===== config.mk =====
export PLATFORM = sky130hd
export DESIGN_NAME = vgat_top
export DESIGN_NICKNAME = d
export VERILOG_FILES = /design/src/rtl/vgat_pkg.sv /design/src/rtl/vgat_cfg_regs.sv /design/src/rtl/vgat_range_decode.sv /design/src/rtl/vgat_region_gate.sv /design/src/rtl/vgat_top.sv
export SDC_FILE = /design/constraint.sdc
export NUM_CORES = 1
export LEC_CHECK = 0
export ABC_AREA = 0
export BUFFER_PORTS_ARGS = -buffer_cell sky130_fd_sc_hd__buf_2
export CORE_MARGIN = 8
export CORE_UTILIZATION = 30
export DETAILED_ROUTE_END_ITERATION = 10
export MAX_ROUTING_LAYER = met4
export PLACE_DENSITY_LB_ADDON = 0.12
export SLEW_MARGIN = 5
export SYNTH_ARGS = -nofsm -noshare
export SYNTH_HDL_FRONTEND = slang
export SYNTH_SLANG_ARGS = --single-unit

===== constraint.sdc =====
create_clock -name clk -period 2.55 [get_ports clk]
set_input_delay 0.255 -clock clk [delete_from_list [all_inputs] [get_ports clk]]
set_output_delay 0.255 -clock clk [all_outputs]
set_load 0.02 [all_outputs]

===== src/rtl/vgat_pkg.sv =====
package vgat_pkg;
  localparam int ADDR_W       = 32;
  localparam int NUM_SUB      = 3;
  localparam int NUM_REGIONS  = 32;
  localparam int REGION_SHIFT = 11;
  localparam int IDX_W        = $clog2(NUM_REGIONS);
  localparam int WIN_BYTES    = NUM_REGIONS << REGION_SHIFT;
  localparam int CTL_W        = NUM_SUB + 2;

  localparam logic [ADDR_W-1:0] SUB_LO [NUM_SUB] = '{32'h000A_0000, 32'h000B_0000, 32'h000B_8000};
  localparam logic [ADDR_W-1:0] SUB_HI [NUM_SUB] = '{32'h000A_FFFF, 32'h000B_7FFF, 32'h000B_FFFF};
  localparam logic [ADDR_W-1:0] WIN_BASE_LO = 32'h000A_0000;
  localparam logic [ADDR_W-1:0] WIN_BASE_HI = 32'h000B_0000;

  typedef struct packed {
    logic               irq_en;
    logic               base_hi;
    logic [NUM_SUB-1:0] sub_en;
  } ctl_t;

  function automatic logic in_span(input logic [ADDR_W-1:0] a,
                                   input logic [ADDR_W-1:0] lo,
                                   input logic [ADDR_W-1:0] hi);
    return (a >= lo) && (a <= hi);
  endfunction

  function automatic logic [ADDR_W-1:0] win_offset(input logic [ADDR_W-1:0] a,
                                                   input logic base_hi);
    return a - (base_hi ? WIN_BASE_HI : WIN_BASE_LO);
  endfunction

  function automatic logic [IDX_W-1:0] region_of(input logic [ADDR_W-1:0] offs);
    return offs[REGION_SHIFT +: IDX_W];
  endfunction
endpackage


===== src/rtl/vgat_cfg_regs.sv =====
module vgat_cfg_regs
  import vgat_pkg::*;
(
  input  logic                   clk,
  input  logic                   rst_n,
  input  logic                   ctl_we,
  input  logic [CTL_W-1:0]       ctl_data,
  input  logic                   mask_we,
  input  logic [NUM_REGIONS-1:0] mask_data,
  output ctl_t                   ctl_q,
  output logic [NUM_REGIONS-1:0] mask_q
);
  always_ff @(posedge clk or negedge rst_n) begin
    if (!rst_n) begin
      ctl_q <= '0;
    end else if (ctl_we) begin
      ctl_q <= ctl_t'(ctl_data);
    end
  end

  always_ff @(posedge clk or negedge rst_n) begin
    if (!rst_n) begin
      mask_q <= '1;
    end else if (mask_we) begin
      mask_q <= mask_data;
    end
  end
endmodule


===== src/rtl/vgat_range_decode.sv =====
module vgat_range_decode
  import vgat_pkg::*;
(
  input  logic [ADDR_W-1:0]  addr,
  input  logic [NUM_SUB-1:0] sub_en,
  output logic [NUM_SUB-1:0] sub_hit,
  output logic               any_hit
);
  for (genvar g = 0; g < NUM_SUB; g++) begin : g_sub
    assign sub_hit[g] = sub_en[g] && in_span(addr, SUB_LO[g], SUB_HI[g]);
  end
  assign any_hit = |sub_hit;
endmodule


===== src/rtl/vgat_region_gate.sv =====
module vgat_region_gate
  import vgat_pkg::*;
(
  input  logic [ADDR_W-1:0]      addr,
  input  logic                   base_hi,
  input  logic [NUM_REGIONS-1:0] mask,
  output logic                   in_win,
  output logic [IDX_W-1:0]       idx,
  output logic                   gate_open
);
  logic [ADDR_W-1:0] offs;

  always_comb begin
    offs      = win_offset(addr, base_hi);
    in_win    = offs < ADDR_W'(WIN_BYTES);
    idx       = region_of(offs);
    gate_open = in_win ? mask[idx] : 1'b1;
  end
endmodule


===== src/rtl/vgat_top.sv =====
module vgat_top
  import vgat_pkg::*;
(
  input  logic        clk,
  input  logic        rst_n,
  input  logic        acc_valid,
  input  logic [31:0] acc_addr,
  input  logic        cfg_ctl_we,
  input  logic [4:0]  cfg_ctl_data,
  input  logic        cfg_mask_we,
  input  logic [31:0] cfg_mask_data,
  output logic        acc_route,
  output logic        acc_smi
);
  ctl_t                   ctl_q;
  logic [NUM_REGIONS-1:0] mask_q;
  logic [NUM_SUB-1:0]     sub_hit;
  logic                   range_hit;
  logic                   win_hit;
  logic [IDX_W-1:0]       region_idx;
  logic                   region_open;

  vgat_cfg_regs u_regs (
    .clk       (clk),
    .rst_n     (rst_n),
    .ctl_we    (cfg_ctl_we),
    .ctl_data  (cfg_ctl_data),
    .mask_we   (cfg_mask_we),
    .mask_data (cfg_mask_data),
    .ctl_q     (ctl_q),
    .mask_q    (mask_q)
  );

  vgat_range_decode u_dec (
    .addr    (acc_addr),
    .sub_en  (ctl_q.sub_en),
    .sub_hit (sub_hit),
    .any_hit (range_hit)
  );

  vgat_region_gate u_gate (
    .addr      (acc_addr),
    .base_hi   (ctl_q.base_hi),
    .mask      (mask_q),
    .in_win    (win_hit),
    .idx       (region_idx),
    .gate_open (region_open)
  );

  // Same-cycle decision: no register between address and outputs.
  assign acc_route = acc_valid && range_hit;
  assign acc_smi   = acc_route && ctl_q.irq_en && region_open;
endmodule


Yosys cells after proc, flatten, opt, wreduce, memory -nomap -nowiden. Cells that the tools add are included.

Add/sub/neg operators: 1. Magnitude comparators: 8. Multiplexer cells: 4. Reductions and logical operators: 10.

Operators with widths (count): 32-bit by 20-bit greater-or-equal comparator with 1-bit output (second input constant) (3); 32-bit by 20-bit <= comparator with 1-bit output (second input constant) (3); 32-bit by 17-bit < comparator with 1-bit output (second input constant) (1); 32-bit subtractor (1); 17-bit two-way mux (1); 1-bit logical AND (9); 5-bit by 6-bit < comparator with 1-bit output (second input constant) (1); 1-bit binary-select mux with 5-bit select (1); 3-bit OR reduction (1); 1-bit two-way mux (2).

Bits in registers: 37. Output and inout port bits: 2. Logic and storage cells: 27.

Depth between registers and ports, before layout. Gate-level depths: netlist (run 1).

Word-level depth: 7. Depth in mapped cells: 9.

By module. From an unflattened synthesis (run 1), not the netlist that was laid out.

Cells, all modules: 163. Area, all modules: 2285.9 µm².

Modules (own cells, without submodules): vgat_cfg_regs (instances 1, cells an instance 78, area each 1566.5 µm², sequential area each 965.9 µm²); vgat_region_gate (instances 1, cells an instance 62, area each 551.8 µm², sequential area each 0.0 µm²); vgat_range_decode (instances 1, cells an instance 21, area each 151.4 µm², sequential area each 0.0 µm²); vgat_top (instances 1, cells an instance 2, area each 16.3 µm², sequential area each 0.0 µm²).

Least setup slack after synthesis (run 1). Ideal clock, no wire load.

Path type: reg2out. From: register u_regs.ctl_q[3] (netlist name). To: output acc_smi. Data arrival time: 1796 ps. Path slack: 499 ps. Stages on the path, launching flop included: 7. Path buffers: 0. Cells stage by stage: dfrtp_1 > ha_1 > nand2b_1 > o21ai_0 > and4b_1 > a211o_1 > a41oi_1.

Cells in the longest elaborated chain, start to end: 5.

Ends and longest elaborated chain: 17-bit two-way mux (line vgat_pkg.sv:29) `return a - (base_hi ? WIN_BASE_HI : WIN_BASE_LO);`; 32-bit subtractor (line vgat_pkg.sv:29); 32-bit by 17-bit < comparator with 1-bit output (line vgat_region_gate.sv:15) `in_win = offs < ADDR_W'(WIN_BYTES);`; 1-bit two-way mux (line vgat_region_gate.sv:17) `gate_open = in_win ? mask[idx] : 1'b1;`; 1-bit logical AND (line vgat_top.sv:52) `assign acc_smi = acc_route && ctl_q.irq_en && region_open;`; end: declaration (line vgat_top.sv:13) `output logic acc_smi`.

No other way between the ends.

Worst setup path after layout (run 1).
From: register u_regs.ctl_q[3] (netlist name). To: output acc_smi.

Cells in the longest elaborated chain, start to end: 5.

Ends and longest elaborated chain (line): 17-bit two-way mux (vgat_pkg.sv:29); 32-bit subtractor (vgat_pkg.sv:29); 32-bit by 17-bit < comparator with 1-bit output (vgat_region_gate.sv:15); 1-bit two-way mux (vgat_region_gate.sv:17); 1-bit logical AND (vgat_top.sv:52).

No other way between the ends.

==> results of run 1 <==
## final cells by class
type | count | area (sq um) | share of cell area, %
multi-input cells | 105 | 1050 | 40.8
flip-flops and latches | 37 | 966 | 37.7
repair buffers | 66 | 338 | 13.2
well taps | 80 | 100 | 3.91
clock buffers | 7 | 96.3 | 3.76
inverters | 3 | 11.3 | 0.439
clock inverters | 1 | 5.00 | 0.195
## cells in the final DEF (no fill, tap or decap), types with 2 or more instances in the layout
| master | instances |
|---|---|
| buf_2 | 63 |
| mux2_2 | 41 |
| dfstp_2 | 32 |
| clkbuf_8 | 7 |
| nor2_1 | 5 |
| dfrtp_1 | 5 |
| nand2_1 | 4 |
| nand2b_1 | 4 |
| o21ai_0 | 3 |
| inv_1 | 3 |
| mux4_1 | 3 |
| buf_4 | 3 |
| and3_1 | 2 |
| nor3_1 | 2 |
| mux4_2 | 2 |
| nand3b_1 | 2 |
| and2b_1 | 2 |
| a211oi_1 | 2 |
| o22ai_1 | 2 |
| a21oi_1 | 2 |
| nand4_1 | 2 |
| ha_2 | 2 |
## cells by family after synthesis
logic type / Yosys count
buffers and inverters: 10
adders and majority gates: 2
and+or+nand+nor: 37
DFF: 37
muxes: 48
AOI/OAI and AO/OA: 18
## per-layer routing
layer,track usage [%],vias up,wire length (um)
met5,-,-,0
met4,2.83,0,25
met3,2.99,2,269
met2,15.8,47,2200
met1,13.2,690,2320
li1,-,711,-
## registers in the layout, indices dropped and copies added (netlist names)
name           count
u_regs.ctl_q       5
u_regs.mask_q     32
## critical path: stages, from the launching register on
cell	delay, ns
dfrtp_1	0.39
ha_2	0.18
nand2b_4	0.15
a21bo_2	0.23
a311o_1	0.36
a221oi_2	0.26
a41oi_2	0.16
buf_4	0.19
## power by group
| part | internal (uW) | switching, uW | total [uW] | leakage, uW |
|---|---|---|---|---|
| Combinational | 144 | 102 | 247 | 0.000641 |
| Clock | 244 | 202 | 446 | 0.0000542 |
| Sequential | 683 | 26.8 | 710 | 0.000395 |
## stage by stage
step	utilization (%)	instance area [sq um]	instances	hold slack, ns
detailed placement	36.2	2420	290	0.413
floorplan	-	2030	152	-0.0406
CTS	37.8	2530	298	0.0989
global placement	36.2	2420	290	0.412
finish	38.4	2560	299	0.0692
global route	38.4	2560	299	0.141
## cells in the mapped netlist (all sizes together) (3+ instances only)
cell type,count
mux2,42
dfstp,32
nor2,6
nand2,4
and3,3
mux4,5
dfrtp,5
o21ai,4
nand2b,5
inv,3
buf,5
## worst max-delay path by stage
stage	startpoint	endpoint	slack [ns]	depth (start not counted)
detailed placement	acc_addr[16]	acc_smi	0.29	9
global placement	acc_addr[16]	acc_smi	0.27	9
global route	u_regs.ctl_q[3]	acc_smi	0.006	7
CTS	u_regs.ctl_q[3]	acc_smi	0.04	7
floorplan	u_regs.ctl_q[3]	acc_smi	0.50	6
finish	u_regs.ctl_q[3]	acc_smi	0.10	7
## what timing repair did
action | CTS | global route
pin swaps | 1 | 2
gates resized for setup | 3 | 6
buffers inserted | 0 | 1
setup endpoints to repair | 1 | 1
==> impl_metrics.env, run 1 <==
export IMPL_worstPathRequired_ns=2.30
export IMPL_synth_fa_ha_area_share_pct=1.23
export IMPL_diodes=0
export IMPL_wl_per_cell_um=16.1
export IMPL_wl_mm=4.82
export IMPL_min_path_type="primary input to async pin"
export IMPL_drv_slew=0
export IMPL_yosysTopAreaCell="dfstp_2"
export IMPL_slew_headroom_pct=45.5
export IMPL_peakVddDrop_mv=0.328
export IMPL_antenna_found_initial=0
export IMPL_ios=76
export IMPL_dpl_worst_slack_ns=0.285
export IMPL_setup_ws_ns=0.101
export IMPL_finalPower_uw=1400
export IMPL_vias_per_cell=4.85
export IMPL_grt_pass1_vias=1627
export IMPL_grt_use_total_pct=10.4
export IMPL_fill_cells=668
export IMPL_nets=294
export IMPL_avgSynthCellArea_sq_um=13.3
export IMPL_synth_cell_types=46
export IMPL_synthMuxAreaShare_pct=30.1
export IMPL_syn_inst=152
export IMPL_fin_crit_sh_pct=96.0
export IMPL_drtAntennaViolNets=0
export IMPL_reg2reg_to="u_regs.ctl_q[3]"
export IMPL_reg2reg_slack_ns=1.68
export IMPL_hpwl_mm=3.71
export IMPL_cts_tree="done"
export IMPL_worstSetupEndpointType="output port"
export IMPL_startpoint_type="flip-flop"
export IMPL_maxCapViolations=0
export IMPL_die_x_um=98.2
export IMPL_period_minus_slack_ns=2.45
export IMPL_powerDensity_nw_per_um2=547
export IMPL_yosys_most_used_dff="dfstp_2"
export IMPL_worstReg2RegStart="u_regs.ctl_q[3]"
export IMPL_drt_pass1_iter_count=4
export IMPL_cts_buffer_depth=2
export IMPL_rr_worst_depth=2
export IMPL_cp_arrival_ns=2.19
export IMPL_fp_dieH_um=98.2
export IMPL_portBuffers=64
export IMPL_row_count=30
export IMPL_synthesis_nets=228
export IMPL_grt_max_degree=38
export IMPL_max_freq_mhz=408
export IMPL_synth_compound_area_share_pct=6.30
export IMPL_start_util_pct=30.3
export IMPL_outcome="complete, no violations"
export IMPL_synth_top_cells_by_area="dfstp_2 (41%), mux2_2 (23%), dfrtp_1 (6.2%)"
export IMPL_path_clk_slew_ns=0.08
export IMPL_synth_top_family_by_area="multiplexers"
export IMPL_cts_sinks=37
export IMPL_drtIter0Drc=52
export IMPL_ys_ff_latch=37
export IMPL_synth_top_area_share_pct=41.5
export IMPL_cts_htree_levels=2
export IMPL_dieArea_sq_um=9640
export IMPL_root_buffer="clkbuf_8"
export IMPL_drc=0
export IMPL_fin_tns_setup_ns=0
export IMPL_drive_gt1_share_pct=74.0
export IMPL_clock_skew_ns=0
export IMPL_via_count=1450
export IMPL_setup_viol_count_final=0
export IMPL_ys_warn_count=0
export IMPL_hold_violations=0
export IMPL_core_area_sq_um=6680
export IMPL_synth_xor_area_share_pct=0
export IMPL_grt_setup_unrepaired="no"
export IMPL_synth_edff_count=0
export IMPL_grt_ovfl_total=0
export IMPL_yosysSeqAreaShare_pct=47.7
export IMPL_area_delta_synth_final_pct=26.4
export IMPL_clk_latency_ns=0.28
export IMPL_p_leak_uw=0.00109
export IMPL_globalplace_congestion=0.828
export IMPL_worst_pin_slew_ns=0.817
export IMPL_numCtsBuffers=5
export IMPL_cts_hold_buf=0
export IMPL_ys_async_sr_fraction_pct=100
export IMPL_path_class="flip-flop to output port"
export IMPL_grt_pass1_wl_mm=7.88
export IMPL_cp_max_fo=4
export IMPL_yosys_area_share_simple_pct=12.3
export IMPL_synth_cell_area_sq_um=2030
No activity file was read; power rests on OpenSTA's default activity.
==> run 2: changes to the inputs <==
--- a/config.mk
+++ b/config.mk
@@ -7,7 +7,6 @@
 export LEC_CHECK = 0
 export ABC_AREA = 0
 export BUFFER_PORTS_ARGS = -buffer_cell sky130_fd_sc_hd__buf_2
-export CORE_MARGIN = 8
 export CORE_UTILIZATION = 30
 export DETAILED_ROUTE_END_ITERATION = 10
 export MAX_ROUTING_LAYER = met4
==> impl_metrics.env, run 2 (synthesis gave the netlist of run 1 again) <==
export IMPL_max_freq_mhz=410
export IMPL_hpwl_mm=3.22
export IMPL_period_minus_slack_ns=2.44
export IMPL_startpoint_type="flip-flop"
export IMPL_post_cts_buffers=0
export IMPL_area_delta_synth_final_pct=26.9
export IMPL_worst_pin_slew_ns=0.837
export IMPL_outcome="finished, violations left"
export IMPL_diodes=0
export IMPL_slew_headroom_pct=44.2
export IMPL_p_leak_uw=0.00109
export IMPL_cts_tree="done"
export IMPL_globalplace_congestion=0.749
export IMPL_root_buffer="clkbuf_8"
export IMPL_cts_sinks=37
export IMPL_start_util_pct=31.6
export IMPL_grt_ovfl_total=0
export IMPL_min_path_type="primary input to async pin"
export IMPL_drive_gt1_share_pct=73.7
export IMPL_placed_area_sq_um=2410
export IMPL_reg2reg_to="u_regs.ctl_q[4]"
export IMPL_dieArea_sq_um=7090
export IMPL_rr_worst_depth=1
export IMPL_top_regs="u_regs.mask_q (32), u_regs.ctl_q (5)"
export IMPL_dp_cells=286
export IMPL_path_clk_slew_ns=0.07
export IMPL_numCtsBuffers=5
export IMPL_worstPathRequired_ns=2.30
export IMPL_cp_arrival_ns=2.18
export IMPL_cts_buffer_depth=2
export IMPL_cts_htree_levels=2
export IMPL_core_area_sq_um=6420
export IMPL_antenna_found_initial=0
export IMPL_setup_viol_count_final=0
export IMPL_drtAntennaViolNets=0
export IMPL_cp_max_fo=4
export IMPL_fin_crit_sh_pct=95.7
export IMPL_largest_register="u_regs.mask_q"
export IMPL_instances_no_fill=294
export IMPL_vias_per_cell=4.96
export IMPL_mostFrequentLayoutCells="buf_2 (63), mux2_2 (41), dfstp_2 (32)"
export IMPL_largest_reg_flops=32
export IMPL_nets=292
export IMPL_fill_cells=650
export IMPL_ios=76
export IMPL_path_class="flip-flop to output port"
export IMPL_drt_pass1_iter_count=7
export IMPL_grt_use_total_pct=13.7
export IMPL_violations="design-rule violations"
export IMPL_maxCapViolations=0
export IMPL_cts_hold_buf=0
export IMPL_drv_slew=0
export IMPL_grt_max_degree=38
export IMPL_grt_pass1_wl_mm=7.32
export IMPL_row_count=29
export IMPL_wl_mm=4.31
export IMPL_finish_utilization_pct=40.0
export IMPL_wl_per_cell_um=14.7
export IMPL_hold_ws_ns=0.0824
export IMPL_peakVddDrop_mv=0.320
export IMPL_hold_violations=0
export IMPL_clk_latency_ns=0.28
export IMPL_die_x_um=84.2
export IMPL_finalPower_uw=1510
export IMPL_reg2reg_slack_ns=1.80
export IMPL_finalInstanceArea_sq_um=2570
export IMPL_powerDensity_nw_per_um2=588
export IMPL_grt_pass1_vias=1488
export IMPL_worstReg2RegStart="u_regs.ctl_q[4]"
export IMPL_drc=10
export IMPL_worstSetupEndpointType="output port"
export IMPL_layout_commonest_cell="buf_2"
export IMPL_drtIter0Drc=61
export IMPL_via_count=1458
export IMPL_fp_dieH_um=84.2
export IMPL_clock_skew_ns=0
export IMPL_portBuffers=64
==> run 2: cell count changes in the layout (fill, tap and decap cells not counted) <==
| cell | previous run | this run |
|---|---|---|
| bufinv_16 | 0 | 1 |
| clkbuf_8 | 7 | 5 |
| clkbuf_16 | 0 | 1 |
| buf_4 | 3 | 1 |
==> run 2: per-layer routing <==
layer | up-vias | wire, um | track usage [%] | part of all wire, %
li1 | 709 | - | - | -
met1 | 699 | 2050 | 18.6 | 47
met2 | 46 | 1980 | 20.2 | 46
met3 | 4 | 234 | 2.75 | 5.4
met4 | 0 | 55 | 5.17 | 1.3
met5 | - | 0 | - | 0
==> run 2: area by class of cell <==
| class | count | area (sq um) | area share [%] |
|---|---|---|---|
| Timing Repair Buffer | 64 | 323 | 12.6 |
| Inverter | 3 | 11.3 | 0.438 |
| Clock inverter | 2 | 35.0 | 1.36 |
| Multi-Input combinational cell | 105 | 1050 | 40.7 |
| Clock buffer | 6 | 93.8 | 3.65 |
| Tap cell | 77 | 96.3 | 3.75 |
| Sequential cell | 37 | 966 | 37.6 |
==> run 2: critical path: stages, from the launching register on <==
cell and delay, ns:
dfrtp_1 0.38, ha_2 0.18, nand2b_4 0.15, a21bo_2 0.23
a311o_1 0.36, a221oi_2 0.26, a41oi_2 0.15, buf_4 0.19
==> run 2: worst max-delay path by stage <==
stage | start | to | slack (ns) | depth (start not counted)
after floorplan | u_regs.ctl_q[3] | acc_smi | 0.50 | 6
after global placement | acc_addr[11] | acc_smi | 0.26 | 7
after detailed placement | acc_addr[11] | acc_smi | 0.26 | 7
after CTS | u_regs.ctl_q[3] | acc_smi | 0.008 | 7
after global routing | u_regs.ctl_q[3] | acc_smi | -0.005 | 7
final | u_regs.ctl_q[3] | acc_smi | 0.11 | 7
==> run 2: per-stage QoR <==
stage | TNS (ns) | setup slack [ns]
detailed placement | 0 | 0.259
finish | 0 | 0.111
global route | -0.00494 | -0.00494
global placement | 0 | 0.256
floorplan | 0 | 0.499
CTS | 0 | 0.00760
==> run 2: where the power goes <==
group          internal, uW  switching, uW
Sequential              683           26.3
Clock                   349            211
Combinational           141           99.6
==> run 2: timing repair <==
action / CTS / global route
endpoints found under the setup margin: 0 / 1
hold endpoints to repair: 0 / 0
gates resized for setup: 0 / 8
